[config.mk]
export PLATFORM = sky130hd
export DESIGN_NAME = bank_ap_tracker
export DESIGN_NICKNAME = d
export VERILOG_FILES = /design/src/rtl/bank_ap_pkg.sv /design/src/rtl/bank_ap_cmd_check.sv /design/src/rtl/bank_ap_delay.sv /design/src/rtl/bank_ap_timer.sv /design/src/rtl/bank_ap_tracker.sv
export SDC_FILE = /design/constraint.sdc
export NUM_CORES = 1
export LEC_CHECK = 0
export CAP_MARGIN = 25
export CORE_AREA = 2 2 88 90
export DETAILED_ROUTE_END_ITERATION = 6
export DIE_AREA = 0 0 90 92
export PLACE_DENSITY = 0.8
export SLEW_MARGIN = 10
export SYNTH_ARGS = -nofsm -noshare
export SYNTH_HDL_FRONTEND = slang
export SYNTH_HIERARCHICAL = 1
export SYNTH_SLANG_ARGS = --single-unit
[constraint.sdc]
create_clock -name clk -period 3.65 [get_ports clk]
set_input_delay 0.5475 -clock clk [delete_from_list [all_inputs] [get_ports clk]]
set_output_delay 0.5475 -clock clk [all_outputs]
set_load 0.02 [all_outputs]
[src/rtl/bank_ap_pkg.sv]
package bank_ap_pkg;

   typedef enum logic [1:0] {
      TMR_RAS = 2'd0,
      TMR_RC  = 2'd1,
      TMR_RP  = 2'd2,
      TMR_AP  = 2'd3
   } tmr_e;

   localparam int NUM_TMR = 4;

   typedef struct packed {
      logic act_go;
      logic col_go;
      logic col_ap;
      logic col_wr;
      logic viol;
   } cmd_res_t;

endpackage

[src/rtl/bank_ap_cmd_check.sv]
module bank_ap_cmd_check
   import bank_ap_pkg::*;
(
   input  logic     act_i,
   input  logic     rd_i,
   input  logic     wr_i,
   input  logic     ap_i,
   input  logic     open_i,
   input  logic     pend_i,
   input  logic     act_ok_i,
   output cmd_res_t res_o
);
   logic [1:0] n_strobe;
   logic       multi;
   logic       col;

   always_comb begin
      n_strobe     = {1'b0, act_i} + {1'b0, rd_i} + {1'b0, wr_i};
      multi        = (n_strobe > 2'd1);
      col          = rd_i | wr_i;
      res_o.act_go = act_i & ~multi & act_ok_i;
      res_o.col_go = col & ~multi & open_i & ~pend_i;
      res_o.col_ap = res_o.col_go & ap_i;
      res_o.col_wr = wr_i;
      res_o.viol   = multi
                   | (act_i & ~act_ok_i)
                   | (col & (~open_i | pend_i));
   end
endmodule

[src/rtl/bank_ap_delay.sv]
module bank_ap_delay #(
   parameter int TW     = 6,
   parameter int DW     = TW + 3,
   parameter bit BL8_EN = 1'b1
) (
   input  logic          is_wr_i,
   input  logic          bl8_i,
   input  logic [TW-1:0] al_i,
   input  logic [TW-1:0] cl_i,
   input  logic [TW-1:0] trtp_i,
   input  logic [TW-1:0] twr_i,
   output logic [DW-1:0] dly_m1_o
);
   localparam int PADW = DW - TW;

   logic          bl8_eff;
   logic [DW-1:0] al_x, cl_x, trtp_x, twr_x;
   logic [DW-1:0] rtp_floor, rd_dly, wr_dly, dly;

   generate
      if (BL8_EN) begin : g_bl8
         assign bl8_eff = bl8_i;
      end else begin : g_bl4_only
         assign bl8_eff = 1'b0;
      end
   endgenerate

   always_comb begin
      al_x      = {{PADW{1'b0}}, al_i};
      cl_x      = {{PADW{1'b0}}, cl_i};
      trtp_x    = {{PADW{1'b0}}, trtp_i};
      twr_x     = {{PADW{1'b0}}, twr_i};
      rtp_floor = (trtp_x > DW'(2)) ? trtp_x : DW'(2);
      rd_dly    = al_x + (bl8_eff ? DW'(2) : DW'(0)) + rtp_floor;
      wr_dly    = al_x + cl_x - DW'(1) + (bl8_eff ? DW'(4) : DW'(2)) + twr_x;
      dly       = is_wr_i ? wr_dly : rd_dly;
      dly_m1_o  = dly - DW'(1);
   end
endmodule

[src/rtl/bank_ap_timer.sv]
module bank_ap_timer #(
   parameter int DW = 9
) (
   input  logic          clk,
   input  logic          rst_n,
   input  logic          load_i,
   input  logic [DW-1:0] ld_val_i,
   output logic          zero_o
);
   logic [DW-1:0] cnt_q;

   always_ff @(posedge clk or negedge rst_n) begin
      if (!rst_n)               cnt_q <= '0;
      else if (load_i)          cnt_q <= ld_val_i;
      else if (cnt_q != '0)     cnt_q <= cnt_q - 1'b1;
   end

   assign zero_o = (cnt_q == '0);
endmodule

[src/rtl/bank_ap_tracker.sv]
module bank_ap_tracker
   import bank_ap_pkg::*;
#(
   parameter int TW     = 6,
   parameter bit BL8_EN = 1'b1
) (
   input  logic          clk,
   input  logic          rst_n,
   input  logic          act_i,
   input  logic          rd_i,
   input  logic          wr_i,
   input  logic          ap_i,
   input  logic [TW-1:0] cfg_al_i,
   input  logic [TW-1:0] cfg_cl_i,
   input  logic          cfg_bl8_i,
   input  logic [TW-1:0] cfg_tras_i,
   input  logic [TW-1:0] cfg_trtp_i,
   input  logic [TW-1:0] cfg_twr_i,
   input  logic [TW-1:0] cfg_trp_i,
   input  logic [TW-1:0] cfg_trc_i,
   output logic          bank_open_o,
   output logic          pre_start_o,
   output logic          act_ok_o,
   output logic          proto_err_o
);
   localparam int DW   = TW + 3;
   localparam int PADW = DW - TW;

   generate
      if (TW < 2) begin : g_bad_tw
         $error("bank_ap_tracker: TW must be at least 2");
      end
   endgenerate

   function automatic logic [DW-1:0] sat_m1(input logic [TW-1:0] v);
      return (v == '0) ? '0 : ({{PADW{1'b0}}, v} - DW'(1));
   endfunction

   cmd_res_t              cmd;
   logic                  open_q, pend_q, err_q;
   logic [DW-1:0]         dly_m1;
   logic [NUM_TMR-1:0]    tmr_load, tmr_zero;
   logic [DW-1:0]         tmr_val [NUM_TMR];
   logic                  pre_now, act_ok;

   assign pre_now = pend_q & tmr_zero[TMR_AP] & tmr_zero[TMR_RAS];
   assign act_ok  = ~open_q & ~pend_q & tmr_zero[TMR_RP] & tmr_zero[TMR_RC];

   bank_ap_cmd_check u_chk (
      .act_i    (act_i),
      .rd_i     (rd_i),
      .wr_i     (wr_i),
      .ap_i     (ap_i),
      .open_i   (open_q),
      .pend_i   (pend_q),
      .act_ok_i (act_ok),
      .res_o    (cmd)
   );

   bank_ap_delay #(.TW(TW), .DW(DW), .BL8_EN(BL8_EN)) u_dly (
      .is_wr_i  (cmd.col_wr),
      .bl8_i    (cfg_bl8_i),
      .al_i     (cfg_al_i),
      .cl_i     (cfg_cl_i),
      .trtp_i   (cfg_trtp_i),
      .twr_i    (cfg_twr_i),
      .dly_m1_o (dly_m1)
   );

   always_comb begin
      tmr_load[TMR_RAS] = cmd.act_go;
      tmr_val[TMR_RAS]  = sat_m1(cfg_tras_i);
      tmr_load[TMR_RC]  = cmd.act_go;
      tmr_val[TMR_RC]   = sat_m1(cfg_trc_i);
      tmr_load[TMR_RP]  = pre_now;
      tmr_val[TMR_RP]   = sat_m1(cfg_trp_i);
      tmr_load[TMR_AP]  = cmd.col_ap;
      tmr_val[TMR_AP]   = dly_m1;
   end

   generate
      for (genvar g = 0; g < NUM_TMR; g++) begin : g_tmr
         bank_ap_timer #(.DW(DW)) u_tmr (
            .clk      (clk),
            .rst_n    (rst_n),
            .load_i   (tmr_load[g]),
            .ld_val_i (tmr_val[g]),
            .zero_o   (tmr_zero[g])
         );
      end
   endgenerate

   always_ff @(posedge clk or negedge rst_n) begin
      if (!rst_n) begin
         open_q <= 1'b0;
         pend_q <= 1'b0;
         err_q  <= 1'b0;
      end else begin
         if (cmd.act_go)      open_q <= 1'b1;
         else if (pre_now)    open_q <= 1'b0;
         if (cmd.col_ap)      pend_q <= 1'b1;
         else if (pre_now)    pend_q <= 1'b0;
         if (cmd.viol)        err_q  <= 1'b1;
      end
   end

   assign bank_open_o = open_q;
   assign pre_start_o = pre_now;
   assign act_ok_o    = act_ok;
   assign proto_err_o = err_q;

   AST_ACT_OPENS: assert property (@(posedge clk) disable iff (!rst_n)
      (act_i && act_ok_o && !rd_i && !wr_i) |=> bank_open_o);
   AST_NOAP_NO_PRE: assert property (@(posedge clk) disable iff (!rst_n)
      (pre_start_o) |-> pend_q);
   AST_PRE_CLOSES: assert property (@(posedge clk) disable iff (!rst_n)
      pre_start_o |=> !bank_open_o);
   AST_REOPEN_CLOSED: assert property (@(posedge clk) disable iff (!rst_n)
      $rose(act_ok_o) |-> !bank_open_o);
   AST_ERR_STICKY: assert property (@(posedge clk) disable iff (!rst_n)
      proto_err_o |=> proto_err_o);
   AST_COL_CLOSED_ERR: assert property (@(posedge clk) disable iff (!rst_n)
      ((rd_i || wr_i) && !bank_open_o) |=> (proto_err_o && !bank_open_o));
   AST_PRE_IN_OPEN: assert property (@(posedge clk) disable iff (!rst_n)
      pre_start_o |-> bank_open_o);
   AST_PRE_SINGLE: assert property (@(posedge clk) disable iff (!rst_n)
      pre_start_o |=> !pre_start_o);
endmodule

==> impl_metrics.csv <==
group,metric,value,unit
run_status,outcome,"complete, but fails checks",
run_status,violations,"setup timing",
layout,drive_above_1_share,20.1,%
logic_synthesis,synthCells,482,
placed_design,dpl_worst_slack,-0.997,ns
logic_synthesis,syn_area,4030,sq um
floorplan,start_util,54.2,%
timing,final.period_utilization,103,%
power_and_ir_drop,p_leak,2.29,nW
floorplan,die_h,92,um
layout,layout.nets,663,
worst_setup_path,crit_chain,"clkdlybuf4s50_1, inv_1, ha_1, inv_1, ha_4, nor2b_4, o31a_1, a21oi_2, ha_1, ha_4, a211oi_2, o21ai_1, o21ai_1, o21a_1, nand4b_1, xnor2_1, a221o_1",
worst_setup_path,slowest_stage,"clkdlybuf4s50_1",
power_and_ir_drop,peakVddDrop,0.180,mV
grt,grt_pass1_vias,3809,
worst_setup_path,worstSetupPathType,"input pin to flip-flop",
clock_network,cts_inserted_buffers,5,
detailed_routing,drtAntennaViolNets,0,
floorplan,io_pins,53,
logic_synthesis,synth.net_count,580,
detailed_routing,drt-vias-per-instance,5.75,
detailed_routing,vias,3840,
placed_design,place_hpwl,7770,um
logic_synthesis,yosysWarningCount,6,
timing,final_hold_viol_count,0,
timing,min_period,3.77,ns
timing,layout_setup_ws,-0.120,ns
timing,slew_viol_final,0,
worst_setup_path,cp_data_required_time,3.82,ns
grt,grt_pass1_wl,16700,um
job,maxCapViolations,0,
detailed_routing,drt_wl_total,9890,um
clock_network,cts_root_buf,"clkbuf_8",
timing,worst_pin_slew,0.875,ns
detailed_routing,avgRoutedWirePerCell,14.8,um
logic_synthesis,avgSynthCellArea,8.37,sq um
worst_hold_path,hold_path_class,"input pin to async pin",
worst_setup_path,arrival,3.94,ns
grt,overflow,0,
placed_design,dpl_cell_area,4950,sq um
clock_network,clockBufferDepth,2,
timing,slew_headroom,41.7,%
detailed_routing,first_pass_iters,6,
worst_setup_path,critPathLaunch,"cfg_cl_i[3]",
placed_design,routabilityCongestion,0.834,
clock_network,clock_latency,0.29,ns
worst_setup_path,critPathBufInv,3,
timing,max_freq,265,MHz
timing,rsz0062_at_grt,"true",
clock_network,path_clk_slew,0.07,ns
floorplan,dieWidth,90,um
power_and_ir_drop,power_density,349,nW/um^2
floorplan,dieArea,8280,sq um
clock_network,clkSinkCount,39,
floorplan,num_rows,32,
worst_setup_path,cp_max_fo,6,
worst_setup_path,critPathLaunchType,"input pin",
detailed_routing,drt-initial-drc-count,247,
timing,fin_setup_tns,-0.182,ns
grt,track_usage,24.3,%
timing,finalSetupViolCount,2,
clock_network,cts_tree,"done",
timing,fin_skew,0.0101,ns
detailed_routing,route.detailed.drc,0,
layout,final_area,5210,sq um
worst_setup_path,crit_family,"compound AO/OA/AOI/OAI gates",
clock_network,htree_levels,2,
worst_setup_path,r2r-start,"g_tmr[2].u_tmr/cnt_q[0]$_DFFE_PN0P_",
layout,diodes,0,
worst_setup_path,critPathMaxStageDelay,0.48,ns
grt,antenna_found_initial,0,
grt,grt_start_max_net_pins,40,
layout,syn2layout_area_growth,29.2,%
floorplan,core-area,7450,sq um
placed_design,portBuffers,52,
worst_setup_path,crit_path_end_kind,"flip-flop",
layer usage:
metal | share of wire, % | vias up | GRT usage, % | wire length (um)
met2 | 53 | 111 | 47.6 | 5270
met1 | 41 | 1843 | 28.1 | 4060
met3 | 4.3 | 12 | 2.22 | 427
met4 | 1.3 | 0 | 6.41 | 127
li1 | - | 1874 | - | -
met5 | 0 | - | 0 | 0
registers in the layout, indices dropped and copies added (netlist names):
signal / flops
bank_open_o: 1
proto_err_o: 1
pend_q: 1
g_tmr.u_tmr/cnt_q: 36
cell usage in the layout (no fill, tap or decap), drive strengths merged, types with 5 or more instances in the layout:
cell / n
inv: 66
ha: 43
nor4: 10
a311oi: 8
clkbuf: 7
buf: 48
nor3: 22
nor3b: 15
or4b: 5
or3: 5
or2: 11
nand2: 23
or4: 8
xnor2: 26
mux2i: 5
clkdlybuf4s50: 43
mux2: 5
dfrtp: 39
fa: 6
a21oi: 11
nor2: 49
o31a: 5
o21ai: 20
xor2: 6
o31ai: 17
power by group:
group          switching [mW]  internal (mW)
Combinational           0.466          0.542
Sequential             0.0537          0.479
Clock                   0.144          0.134
Total                   0.664           1.16
layout make-up:
type / count / area [sq um]
inverter: 66 / 268
tap: 102 / 128
sequential: 39 / 976
clock buffer: 7 / 76.3
multi-input combinational: 358 / 2920
fill: 586 / 2230
clock inverter: 1 / 5.00
timing repair buffer: 95 / 843
metrics by stage:
stage,hold slack (ns),power [mW],instances,utilization (%)
3_5_place_dp,0.461,1.40,656,66.4
2_1_floorplan,0.252,1.09,482,-
5_1_grt,0.452,1.95,668,70.0
6_report,0.370,1.82,668,70.0
4_1_cts,0.399,1.80,668,69.6
3_3_place_gp,0.458,1.35,656,66.4
worst reg2reg max path, delay by kind of cell, from the launching register on:
| kind | cells | cell delay, ns |
|---|---|---|
| simple gates | 6 | 1.59 |
| compound gates | 1 | 0.32 |
| fa+ha+maj | 1 | 0.22 |
| flops | 1 | 0.41 |
| buf+inv | 3 | 0.45 |
timing repair:
action | in CTS | in global routing
pin swaps | 26 | 10
hold buffers | 0 | 0
resized for setup | 50 | 9
setup endpoints to repair | 6 | 6
setup buffers | 4 | 0
path summary, 6_finish.rpt:
path / to / slack [ns] / cells after the start
min reg2reg: proto_err_o$_DFFE_PN0P_ / 0.47 / 1
max in group asynchronous: proto_err_o$_DFFE_PN0P_ / 2.72 / 1
min: g_tmr[2].u_tmr/cnt_q[8]$_DFFE_PN0P_ / 0.37 / 1
max: g_tmr[3].u_tmr/cnt_q[7]$_DFFE_PN0P_ / -0.12 / 17
max reg2reg: g_tmr[0].u_tmr/cnt_q[7]$_DFFE_PN0P_ / 0.54 / 11
min in group clk: proto_err_o$_DFFE_PN0P_ / 0.47 / 1
No activity file was read; power rests on OpenSTA's default activity.
